[config.mk]
export PLATFORM = sky130hd
export DESIGN_NAME = bank_mapper
export DESIGN_NICKNAME = d
export VERILOG_FILES = /design/src/rtl/bank_mapper_pkg.sv /design/src/rtl/bank_regs.sv /design/src/rtl/cpu_decode.sv /design/src/rtl/abs_xlate.sv /design/src/rtl/bank_mapper.sv
export SDC_FILE = /design/constraint.sdc
export NUM_CORES = 1
export LEC_CHECK = 0
export CAP_MARGIN = 20
export CORE_MARGIN = 2
export CORE_UTILIZATION = 29
export CTS_CLUSTER_SIZE = 30
export DETAILED_ROUTE_END_ITERATION = 16
export PLACE_DENSITY = 0.86
export SYNTH_ARGS = -nofsm -noshare
export SYNTH_HDL_FRONTEND = slang
export SYNTH_HIERARCHICAL = 1
export SYNTH_SLANG_ARGS = --single-unit
[constraint.sdc]
create_clock -name clk -period 2.3 [get_ports clk]
set_clock_uncertainty 0.2 [all_clocks]
set_input_delay 0.345 -clock clk [delete_from_list [all_inputs] [get_ports clk]]
set_output_delay 0.345 -clock clk [all_outputs]
set_load 0.05 [all_outputs]
[src/rtl/bank_mapper_pkg.sv]
package bank_mapper_pkg;
  localparam int OFS_W       = 14;
  localparam int CPU_AW      = 16;
  localparam int ROM_PG_W    = 4;
  localparam int RAM_PG_W    = 3;
  localparam int ABS_AW      = 18;
  localparam int ABS_BASE_PG = 3;

  typedef enum logic [1:0] {
    WIN_ROM_FIX  = 2'd0,
    WIN_ROM_BANK = 2'd1,
    WIN_RAM_BANK = 2'd2,
    WIN_RAM_FIX  = 2'd3
  } win_e;

  // Map a raw bank field to a legal page: zero would alias the fixed page.
  function automatic logic [7:0] legal_bank(input logic [7:0] raw);
    return (raw == 8'd0) ? 8'd1 : raw;
  endfunction
endpackage

[src/rtl/bank_regs.sv]
`timescale 1ns/1ps
module bank_regs #(
  parameter int ROM_W = bank_mapper_pkg::ROM_PG_W,
  parameter int RAM_W = bank_mapper_pkg::RAM_PG_W
) (
  input  logic             clk,
  input  logic             rst_n,
  input  logic             io_we,
  input  logic             io_sel,
  input  logic [ROM_W-1:0] io_wdata,
  output logic [ROM_W-1:0] rom_bank,
  output logic [RAM_W-1:0] ram_bank
);
  import bank_mapper_pkg::*;

  logic [ROM_W-1:0] rom_next;
  logic [RAM_W-1:0] ram_next;
  logic             rom_wr;
  logic             ram_wr;

  assign rom_wr   = io_we && !io_sel;
  assign ram_wr   = io_we && io_sel;
  assign rom_next = ROM_W'(legal_bank(8'(io_wdata)));
  assign ram_next = RAM_W'(legal_bank(8'(io_wdata[RAM_W-1:0])));

  always_ff @(posedge clk or negedge rst_n) begin
    if (!rst_n) begin
      rom_bank <= ROM_W'(1);
      ram_bank <= RAM_W'(1);
    end else begin
      if (rom_wr) rom_bank <= rom_next;
      if (ram_wr) ram_bank <= ram_next;
    end
  end
endmodule

[src/rtl/cpu_decode.sv]
`timescale 1ns/1ps
module cpu_decode #(
  parameter int          CPU_AW    = bank_mapper_pkg::CPU_AW,
  parameter int          OFS_W     = bank_mapper_pkg::OFS_W,
  parameter int          ROM_W     = bank_mapper_pkg::ROM_PG_W,
  parameter int          RAM_W     = bank_mapper_pkg::RAM_PG_W,
  parameter logic [15:0] DISP_BASE = 16'hFC00
) (
  input  logic                   mem_req,
  input  logic [CPU_AW-1:0]      cpu_addr,
  input  logic [ROM_W-1:0]       rom_bank,
  input  logic [RAM_W-1:0]       ram_bank,
  output logic                   rom_cs,
  output logic                   ram_cs,
  output logic [ROM_W+OFS_W-1:0] rom_addr,
  output logic [RAM_W+OFS_W-1:0] ram_addr,
  output logic                   disp_hit,
  output bank_mapper_pkg::win_e  win
);
  import bank_mapper_pkg::*;

  logic [OFS_W-1:0] ofs;
  logic [ROM_W-1:0] rom_pg;
  logic [RAM_W-1:0] ram_pg;

  assign ofs = cpu_addr[OFS_W-1:0];
  assign win = win_e'(cpu_addr[CPU_AW-1 -: 2]);

  always_comb begin
    rom_pg = '0;
    ram_pg = '0;
    unique case (win)
      WIN_ROM_FIX:  rom_pg = '0;
      WIN_ROM_BANK: rom_pg = rom_bank;
      WIN_RAM_BANK: ram_pg = ram_bank;
      WIN_RAM_FIX:  ram_pg = '0;
    endcase
  end

  assign rom_cs   = mem_req && (win == WIN_ROM_FIX || win == WIN_ROM_BANK);
  assign ram_cs   = mem_req && (win == WIN_RAM_BANK || win == WIN_RAM_FIX);
  assign rom_addr = {rom_pg, ofs};
  assign ram_addr = {ram_pg, ofs};
  assign disp_hit = mem_req && (cpu_addr >= CPU_AW'(DISP_BASE));
endmodule

[src/rtl/abs_xlate.sv]
`timescale 1ns/1ps
module abs_xlate #(
  parameter int ABS_AW  = bank_mapper_pkg::ABS_AW,
  parameter int OFS_W   = bank_mapper_pkg::OFS_W,
  parameter int RAM_W   = bank_mapper_pkg::RAM_PG_W,
  parameter int BASE_PG = bank_mapper_pkg::ABS_BASE_PG
) (
  input  logic [ABS_AW-1:0] abs_addr,
  output logic [RAM_W-1:0]  xl_page,
  output logic [15:0]       xl_win,
  output logic              xl_invalid
);
  localparam int              IDX_W = ABS_AW - OFS_W;
  localparam logic [IDX_W-1:0] FIRST = IDX_W'(BASE_PG);
  localparam logic [IDX_W-1:0] LAST  = IDX_W'(BASE_PG + (1 << RAM_W) - 1);

  logic [IDX_W-1:0] idx;
  logic [IDX_W-1:0] rel;
  logic [OFS_W-1:0] ofs;
  logic             in_range;

  assign idx      = abs_addr[ABS_AW-1:OFS_W];
  assign ofs      = abs_addr[OFS_W-1:0];
  assign rel      = idx - FIRST;
  assign in_range = (idx >= FIRST) && (idx <= LAST);

  always_comb begin
    xl_invalid = !in_range;
    xl_page    = '0;
    xl_win     = '0;
    if (in_range) begin
      xl_page = rel[RAM_W-1:0];
      xl_win  = (rel == '0) ? {2'b11, ofs} : {2'b10, ofs};
    end
  end
endmodule

[src/rtl/bank_mapper.sv]
`timescale 1ns/1ps
module bank_mapper #(
  parameter int OFS_W    = bank_mapper_pkg::OFS_W,
  parameter int CPU_AW   = bank_mapper_pkg::CPU_AW,
  parameter int ROM_PG_W = bank_mapper_pkg::ROM_PG_W,
  parameter int RAM_PG_W = bank_mapper_pkg::RAM_PG_W,
  parameter int ABS_AW   = bank_mapper_pkg::ABS_AW,
  localparam int ROM_AW  = ROM_PG_W + OFS_W,
  localparam int RAM_AW  = RAM_PG_W + OFS_W
) (
  input  logic                clk,
  input  logic                rst_n,
  input  logic                io_we,
  input  logic                io_sel,
  input  logic [ROM_PG_W-1:0] io_wdata,
  input  logic                mem_req,
  input  logic [CPU_AW-1:0]   cpu_addr,
  output logic                rom_cs,
  output logic                ram_cs,
  output logic [ROM_AW-1:0]   rom_addr,
  output logic [RAM_AW-1:0]   ram_addr,
  output logic                disp_hit,
  input  logic [ABS_AW-1:0]   abs_addr,
  output logic [RAM_PG_W-1:0] xl_page,
  output logic [15:0]         xl_win,
  output logic                xl_invalid
);
  logic [ROM_PG_W-1:0]   rom_bank;
  logic [RAM_PG_W-1:0]   ram_bank;
  bank_mapper_pkg::win_e win;

  bank_regs #(.ROM_W(ROM_PG_W), .RAM_W(RAM_PG_W)) u_regs (
    .clk(clk), .rst_n(rst_n), .io_we(io_we), .io_sel(io_sel),
    .io_wdata(io_wdata), .rom_bank(rom_bank), .ram_bank(ram_bank)
  );

  cpu_decode #(.CPU_AW(CPU_AW), .OFS_W(OFS_W), .ROM_W(ROM_PG_W), .RAM_W(RAM_PG_W)) u_dec (
    .mem_req(mem_req), .cpu_addr(cpu_addr), .rom_bank(rom_bank), .ram_bank(ram_bank),
    .rom_cs(rom_cs), .ram_cs(ram_cs), .rom_addr(rom_addr), .ram_addr(ram_addr),
    .disp_hit(disp_hit), .win(win)
  );

  abs_xlate #(.ABS_AW(ABS_AW), .OFS_W(OFS_W), .RAM_W(RAM_PG_W)) u_xl (
    .abs_addr(abs_addr), .xl_page(xl_page), .xl_win(xl_win), .xl_invalid(xl_invalid)
  );
endmodule

==> metrics.cfg, run 1 <==
[worst_setup_path]
start_kind = primary input
worst-endpoint-required_ps = 1750
rr_endpoint = u_regs/rom_bank[0]$_DFFE_PN1P_
r2r_cells = 2
critPathMaxStageDelay_ps = 460
r2r_setup_slack_ps = 1270
criticalPathCategory = in2out
worstPathArrival_ps = 1670
cp-end-kind = output pin
slowest_stage = clkdlybuf4s50_1
crit_chain = clkdlybuf4s50_1 -> nand2b_1 -> o22a_4 -> inv_6 -> o211a_1 -> buf_12
r2r_start = u_regs/rom_bank[0]$_DFFE_PN1P_
cp_max_fo = 17

[drt]
firstDrtPassIters = 4
vias = 826
wl_per_cell_microns = 14.6
viasPerCell = 4.67
wl_microns = 2590
drc = 0
drtAntennaViolNets = 0
drt_iter0_drc = 11

[floorplan]
die_width_microns = 58.0
dieHeight_microns = 58.0
ios = 101
fp-row-count = 19
dieArea_sq_um = 3370
core-area_sq_um = 2760
start_util_pct = 30.7

[finish]
mostFrequentLayoutCells = 38 x buf_12, 29 x clkdlybuf4s50_1, 22 x and2_1
finalNetCount = 193
final_area_sq_um = 1800
syn2layout_area_growth_pct = 113
final_common_cell = buf_12
layoutNonFillerInstCount = 177
drive_gt1_share_pct = 42.5
antenna_cells = 0

[hold_path]
min_path_type = in2async

[cts]
cts_tree = done
htree_levels = 1
cts_num_sinks = 7
cts_buffers = 3
cts_root_buf = clkbuf_4
ctsHoldBuffers = 0
clock_path_buffers = 2
post_cts.repair.setup_buffers = 0
insertion_delay_ps = 250
clk_pin_slew_ps = 60

[global_routing]
grt_pass1_wl_microns = 4030
grt_pass1_vias = 929
antenna_found_initial = 0
grt_overflow = 0
grt_max_degree = 18
grt_util_all_layers_pct = 16.0

[sta]
setup_viol = 0
hold_violations = 0
fin_crit_ps = 2220
worst_pin_slew_ps = 324
fin_crit_sh_pct = 96.5
final.setup.worst_slack_ps = 80.4
slew_viol_final = 0
holdWs_ps = 146
fmax_ghz = 0.451
rsz0062_at_grt = no
slew_headroom_pct = 78.3

[placement]
hpwl_microns = 2390
numPortBuffers = 70
gp_congestion = 0.929
placed_cells = 173
place_ws_ps = -209
placed_area_sq_um = 1780

[logic_synthesis]
syn_area_sq_um = 847
syn_inst = 97
yosysWarnings = 6
synth_fp_nets = 143
syn_area_per_cell_sq_um = 8.73

[power]
p_per_area_nw_per_um2 = 421
power.leakage_uw = 0.000799
irDropWorstVdd_uv = 406

[flow_run]
drv_cap = 0

[status]
status = completed

## state kept, by name, indices dropped and copies added, names as in the netlist
register,flops
u_regs/ram_bank,3
u_regs/rom_bank,4
## final cells by class
type | instances | area [sq um]
multi-input cells | 57 | 429
fillers | 196 | 953
repair buffers | 75 | 1110
clock buffers | 3 | 22.5
inverters | 3 | 16.3
well taps | 31 | 38.8
clock inverters | 1 | 5.00
flip-flops and latches | 7 | 178
## critical path, delay by kind of cell
family,cells,cell delay (ps)
and+or+nand+nor,1,180
buffers and inverters,3,700
AOI/OAI and AO/OA,2,450
## worst max path at each step
stage                 startpoint          to  slack, ps  cells after the start
floorplan           abs_addr[14]  xl_page[0]        190                      5
CTS                 abs_addr[17]  xl_page[2]         30                      6
global route        abs_addr[16]  xl_win[14]         10                      6
detailed placement  abs_addr[14]   xl_win[0]       -210                      8
finish              abs_addr[16]  xl_win[14]         80                      6
global placement    abs_addr[14]   xl_win[0]       -120                      8
## per-layer routing
metal  vias to the layer above  part of all wire (%)  track usage (%)
li1                        384                     -                -
met1                       358                    29             12.8
met2                        70                    53             30.8
met3                        14                    14             6.47
met4                         0                   3.6             10.6
met5                         -                     0                0
## timing repair
item | 4_1_cts | 5_1_grt
endpoints found under the hold margin | 0 | 0
setup endpoints to repair | 20 | 16
gates resized for setup | 2 | 4
## per-stage QoR
stage / total power (uW) / util [%] / setup TNS, ps
3_3_place_gp: 639 / 64.4 / -1880
6_report: 760 / 65.4 / 0
4_1_cts: 769 / 65.3 / 0
3_5_place_dp: 650 / 64.4 / -3500
5_1_grt: 793 / 65.4 / 0
2_1_floorplan: 477 / - / 0
## where the power goes
group	internal (uW)	total, uW	leakage (uW)	switching, uW
combinational	249	489	0.000702	240
clock	63.9	116	0.0000177	52.0
sequential	145	155	0.0000797	10.0
total	458	760	0.000799	302
No activity file was read; power rests on OpenSTA's default activity.
==> run 2: changes to the inputs <==
--- a/config.mk
+++ b/config.mk
@@ -5,12 +5,14 @@
 export SDC_FILE = /design/constraint.sdc
 export NUM_CORES = 1
 export LEC_CHECK = 0
+export ABC_CLOCK_PERIOD_IN_PS = 2300
 export CAP_MARGIN = 20
 export CORE_MARGIN = 2
 export CORE_UTILIZATION = 29
 export CTS_CLUSTER_SIZE = 30
 export DETAILED_ROUTE_END_ITERATION = 16
 export PLACE_DENSITY = 0.86
+export SKIP_CTS_REPAIR_TIMING = 1
 export SYNTH_ARGS = -nofsm -noshare
 export SYNTH_HDL_FRONTEND = slang
 export SYNTH_HIERARCHICAL = 1
==> metrics.cfg, run 2 (synthesis results as in run 1) <==
[finish]
final_common_cell = buf_12
top_regs = u_regs/rom_bank x4, u_regs/ram_bank x3
antenna_cells = 0  ; unchanged
drive_gt1_share_pct = 41.8  ; -0.68 points
syn2layout_area_growth_pct = 114
final_area_sq_um = 1820  ; +0.62%
finalNetCount = 193  ; unchanged
fin_util_pct = 65.8  ; +0.41 points
top_register = u_regs/rom_bank
layoutNonFillerInstCount = 177  ; unchanged
mostFrequentLayoutCells = 38 x buf_12, 29 x clkdlybuf4s50_1, 22 x and2_1
largest_register_ffs = 4  ; unchanged

[cts]
htree_levels = 1  ; unchanged
cts_buffers = 3  ; unchanged
clock_path_buffers = 2  ; unchanged
cts_root_buf = clkbuf_4
insertion_delay_ps = 250  ; about the same
cts_num_sinks = 7  ; unchanged
cts_tree = done
clk_pin_slew_ps = 60  ; about the same

[worst_setup_path]
r2r_cells = 2  ; unchanged
crit_end = xl_win[14]
r2r_start = u_regs/rom_bank[0]$_DFFE_PN1P_
crit_chain = clkdlybuf4s50_1 -> nand2b_1 -> o22a_4 -> inv_6 -> o211a_1 -> buf_12
cp_max_fo = 17  ; unchanged
worstPathArrival_ps = 1680  ; about the same
worstSetupStartpoint = abs_addr[16]
start_kind = primary input
criticalPathCategory = in2out
critPathMaxStageDelay_ps = 460  ; about the same
r2r_setup_slack_ps = 1270  ; about the same
path_delay_family = buffers and inverters
cp.depth = 6  ; unchanged
worst-endpoint-required_ps = 1750  ; about the same
slowest_stage = clkdlybuf4s50_1
rr_endpoint = u_regs/rom_bank[0]$_DFFE_PN1P_
crit_buf_inv = 3  ; unchanged
cp-end-kind = output pin

[global_routing]
grt_pass1_vias = 930  ; +0.11%
grt_util_all_layers_pct = 16.0  ; +0.046 points
antenna_found_initial = 0  ; unchanged
grt_max_degree = 18  ; unchanged
grt_overflow = 0  ; unchanged
grt_pass1_wl_microns = 4040  ; +0.35%

[placement]
hpwl_microns = 2390  ; unchanged
place_ws_ps = -209  ; unchanged
placed_cells = 173  ; unchanged
gp_congestion = 0.929  ; unchanged
numPortBuffers = 70  ; unchanged
placed_area_sq_um = 1780  ; unchanged

[drt]
wl_per_cell_microns = 14.6  ; +0.15%
wl_microns = 2590  ; +0.15%
drt_iter0_drc = 13  ; +2
firstDrtPassIters = 4  ; unchanged
viasPerCell = 4.66  ; -0.24%
drtAntennaViolNets = 0  ; unchanged
vias = 824  ; -0.24%
drc = 0  ; unchanged

[sta]
fin_crit_sh_pct = 96.8  ; +0.27 points
fmax_ghz = 0.449  ; -0.28%
fin_crit_ps = 2230  ; +6.30 ps
rsz0062_at_grt = no
worst_pin_slew_ps = 324  ; unchanged
setup_viol = 0  ; unchanged
final.setup.worst_slack_ps = 74.1  ; -6.30 ps
slew_headroom_pct = 78.3  ; unchanged
hold_violations = 0  ; unchanged
slew_viol_final = 0  ; unchanged

[floorplan]
fp-row-count = 19  ; unchanged
ios = 101  ; unchanged
dieArea_sq_um = 3370  ; unchanged
die_width_microns = 58.0  ; unchanged
start_util_pct = 30.7  ; unchanged
core-area_sq_um = 2760  ; unchanged
dieHeight_microns = 58.0  ; unchanged

[power]
p_total_uw = 761  ; +0.15%
p_per_area_nw_per_um2 = 419  ; -0.48%
power.leakage_uw = 0.000816  ; +2.1%
irDropWorstVdd_uv = 406  ; about the same

[hold_path]
min_path_type = in2async

[status]
status = completed

[flow_run]
drv_cap = 0  ; unchanged

[run 2: cell types whose count changed in the layout (fill, tap and decap cells not counted)]
| cell | delta |
|---|---|
| clkbuf_2 | -1 |
| dlygate4sd2_1 | -1 |
| dlymetal6s2s_1 | +2 |
[run 2: metrics by stage]
step / setup TNS [ps] / hold WS, ps
6_report: 0 / 146
5_1_grt: 0 / 150
4_1_cts: -3530 / 142
3_5_place_dp: -3500 / 282
3_3_place_gp: -1880 / 269
2_1_floorplan: 0 / -151
[run 2: worst reg2reg max path: stages, from the launching register on]
cell and delay [ps]:
dfstp_2 530, inv_1 40, a22oi_1 180
[run 2: metal layers]
layer | track usage (%) | vias to the layer above | wire length [microns]
li1 | - | 384 | -
met1 | 13.0 | 355 | 746
met2 | 30.8 | 70 | 1370
met3 | 6.47 | 15 | 377
met4 | 10.6 | 0 | 96
met5 | 0 | - | 0
[run 2: worst min-delay path by stage]
stage / startpoint / end / slack, ps / cells after the start
after global placement: u_regs/rom_bank[0]$_DFFE_PN1P_ / u_regs/rom_bank[0]$_DFFE_PN1P_ / 270 / 2
after floorplan: rst_n / u_regs/ram_bank[1]$_DFFE_PN0P_ / -150 / 0
final: rst_n / u_regs/rom_bank[3]$_DFFE_PN0P_ / 150 / 1
after global routing: rst_n / u_regs/rom_bank[3]$_DFFE_PN0P_ / 150 / 1
after CTS: rst_n / u_regs/rom_bank[3]$_DFFE_PN0P_ / 140 / 1
after detailed placement: u_regs/rom_bank[0]$_DFFE_PN1P_ / u_regs/rom_bank[0]$_DFFE_PN1P_ / 280 / 2
[run 2: layout make-up]
class	count	area, sq um
repair buffers	75	1130
flip-flops and latches	7	178
clock buffers	3	22.5
inverters	3	16.3
well taps	31	38.8
multi-input cells	57	429
fillers	192	942
clock inverters	1	5.00
[run 2: power breakdown]
group	switching [uW]	leakage, uW	internal [uW]
Sequential	10.0	0.0000797	145
Clock	52.0	0.0000177	63.9
Combinational	240	0.000718	251
Total	302	0.000816	459
==> run 3: changes to the inputs <==
--- a/config.mk
+++ b/config.mk
@@ -6,11 +6,11 @@
 export NUM_CORES = 1
 export LEC_CHECK = 0
 export ABC_CLOCK_PERIOD_IN_PS = 2300
-export CAP_MARGIN = 20
 export CORE_MARGIN = 2
 export CORE_UTILIZATION = 29
 export CTS_CLUSTER_SIZE = 30
 export DETAILED_ROUTE_END_ITERATION = 16
+export GPL_TIMING_DRIVEN = 0
 export PLACE_DENSITY = 0.86
 export SKIP_CTS_REPAIR_TIMING = 1
 export SYNTH_ARGS = -nofsm -noshare
==> metrics.cfg, run 3 (synthesis results as in run 1) <==
[placement]
hpwl_microns = 2420  ; +1.5%
gp_congestion = 0.709  ; -24%
placed_cells = 218  ; +26%
numPortBuffers = 90  ; +29%

[floorplan]
dieHeight_microns = 58.0  ; unchanged
ios = 101  ; unchanged
dieArea_sq_um = 3370  ; unchanged
fp-row-count = 19  ; unchanged
die_width_microns = 58.0  ; unchanged
core-area_sq_um = 2760  ; unchanged
start_util_pct = 30.7  ; unchanged

[sta]
slew_viol_final = 0  ; unchanged
fmax_ghz = 0.455  ; +1.2%
slew_headroom_pct = 64.8  ; -13 points
setup_viol = 0  ; unchanged
worst_pin_slew_ps = 527  ; +202 ps
hold_violations = 0  ; unchanged
fin_crit_ps = 2200  ; -26.5 ps
fin_crit_sh_pct = 95.6  ; -1.2 points
rsz0062_at_grt = no
fin_tns_setup_ps = 0  ; unchanged

[worst_setup_path]
r2r_cells = 2  ; unchanged
cp-end-kind = output pin
rr_endpoint = u_regs/rom_bank[0]$_DFFE_PN1P_
cp.depth = 8  ; +2
path_delay_family = buffers and inverters
worstPathArrival_ps = 1650  ; -30 ps
r2r_start = u_regs/rom_bank[0]$_DFFE_PN1P_
cp_max_fo = 10  ; -7
criticalPathCategory = in2out
r2r_setup_slack_ps = 1250  ; -20 ps
critPathMaxStageDelay_ps = 240  ; -220 ps
worst-endpoint-required_ps = 1750  ; about the same
start_kind = primary input
crit_chain = dlymetal6s2s_1 -> ha_2 -> nor2_1 -> o22a_4 -> inv_6 -> buf_6 -> o211a_1 -> clkbuf_4
crit_buf_inv = 4  ; +1
slowest_stage = ha_2

[cts]
insertion_delay_ps = 240  ; about the same
cts_buffers = 3  ; unchanged
cts_root_buf = clkbuf_4
clk_pin_slew_ps = 50  ; about the same
htree_levels = 1  ; unchanged
cts_num_sinks = 7  ; unchanged
cts_tree = done
clock_path_buffers = 2  ; unchanged

[flow_run]
drv_cap = 0  ; unchanged

[power]
p_total_uw = 757  ; -0.54%
irDropWorstVdd_uv = 530  ; +31%
p_per_area_nw_per_um2 = 419  ; -0.20%
power.leakage_uw = 0.00111  ; +35%

[drt]
drc = 0  ; unchanged
firstDrtPassIters = 3  ; -1
vias = 973  ; +18%
viasPerCell = 4.38  ; -5.9%
wl_per_cell_microns = 12.5  ; -15%
drt_iter0_drc = 24  ; +11
drtAntennaViolNets = 0  ; unchanged
wl_microns = 2770  ; +6.9%

[finish]
drive_gt1_share_pct = 34.0  ; -7.7 points
largest_register_ffs = 4  ; unchanged
final_common_cell = clkdlybuf4s50_1
finalNetCount = 238  ; +23%
top_register = u_regs/rom_bank
layoutNonFillerInstCount = 222  ; +25%
antenna_cells = 0  ; unchanged
mostFrequentLayoutCells = 48 x clkdlybuf4s50_1, 29 x buf_4, 24 x dlymetal6s2s_1
syn2layout_area_growth_pct = 114
top_regs = u_regs/rom_bank x4, u_regs/ram_bank x3

[global_routing]
grt_max_degree = 11  ; -7
grt_pass1_vias = 952  ; +2.4%
grt_overflow = 0  ; unchanged
grt_util_all_layers_pct = 15.2  ; -0.85 points
antenna_found_initial = 0  ; unchanged
grt_pass1_wl_microns = 4050  ; +0.17%

[status]
status = completed

[hold_path]
min_path_type = in2async

-- run 3: cell types whose count changed in the layout (fill, tap and decap cells not counted), moves of 2 or more --
cell | previous run | this run
buf_12 | 38 | 0
buf_4 | 5 | 29
dlymetal6s2s_1 | 3 | 24
clkdlybuf4s50_1 | 29 | 48
clkbuf_2 | 0 | 8
clkbuf_4 | 3 | 10
buf_2 | 0 | 2
buf_6 | 0 | 2
-- run 3: metrics by stage --
stage	cell area, sq um	worst slack (ps)	utilization (%)	hold slack, ps
after global placement	1790	-797	64.8	270
final	1810	101	65.6	152
after floorplan	847	191	-	-151
after detailed placement	1790	-859	64.8	293
after global routing	1810	9.25	65.6	176
after CTS	1810	-872	65.7	157
-- run 3: worst max path at each step --
| stage | start | endpoint | slack [ps] |
|---|---|---|---|
| after floorplan | abs_addr[14] | xl_page[0] | 190 |
| after detailed placement | abs_addr[14] | xl_win[14] | -860 |
| after global placement | abs_addr[14] | xl_win[14] | -800 |
| after CTS | abs_addr[14] | xl_win[14] | -870 |
| after global routing | abs_addr[15] | xl_win[14] | 9 |
| final | abs_addr[15] | xl_win[14] | 100 |
-- run 3: layout make-up --
cell class / instances / area [sq um]
buffer: 30 / 229
clock buffer: 4 / 26.3
fill: 208 / 948
inverter: 3 / 16.3
multi-input combinational: 57 / 427
sequential: 7 / 178
tap: 31 / 38.8
timing repair buffer: 90 / 895
-- run 3: report_power, final --
group	switching (uW)	total (uW)	internal (uW)
clock network	41.1	107	65.9
logic	293	495	202
registers	9.87	155	145
-- run 3: worst register-to-register path: stages (launching register included) --
cell and delay, ps:
dfstp_2 530, inv_1 40, a22oi_1 190
-- run 3: routing by layer --
metal | wire length (microns) | up-vias | share of wire (%) | global-route usage, %
met5 | 0 | - | 0 | 0
met4 | 0 | 0 | 0 | 0.997
met3 | 464 | 0 | 17 | 6.70
met2 | 1440 | 76 | 52 | 31.0
li1 | - | 474 | - | -
met1 | 868 | 423 | 31 | 14.2
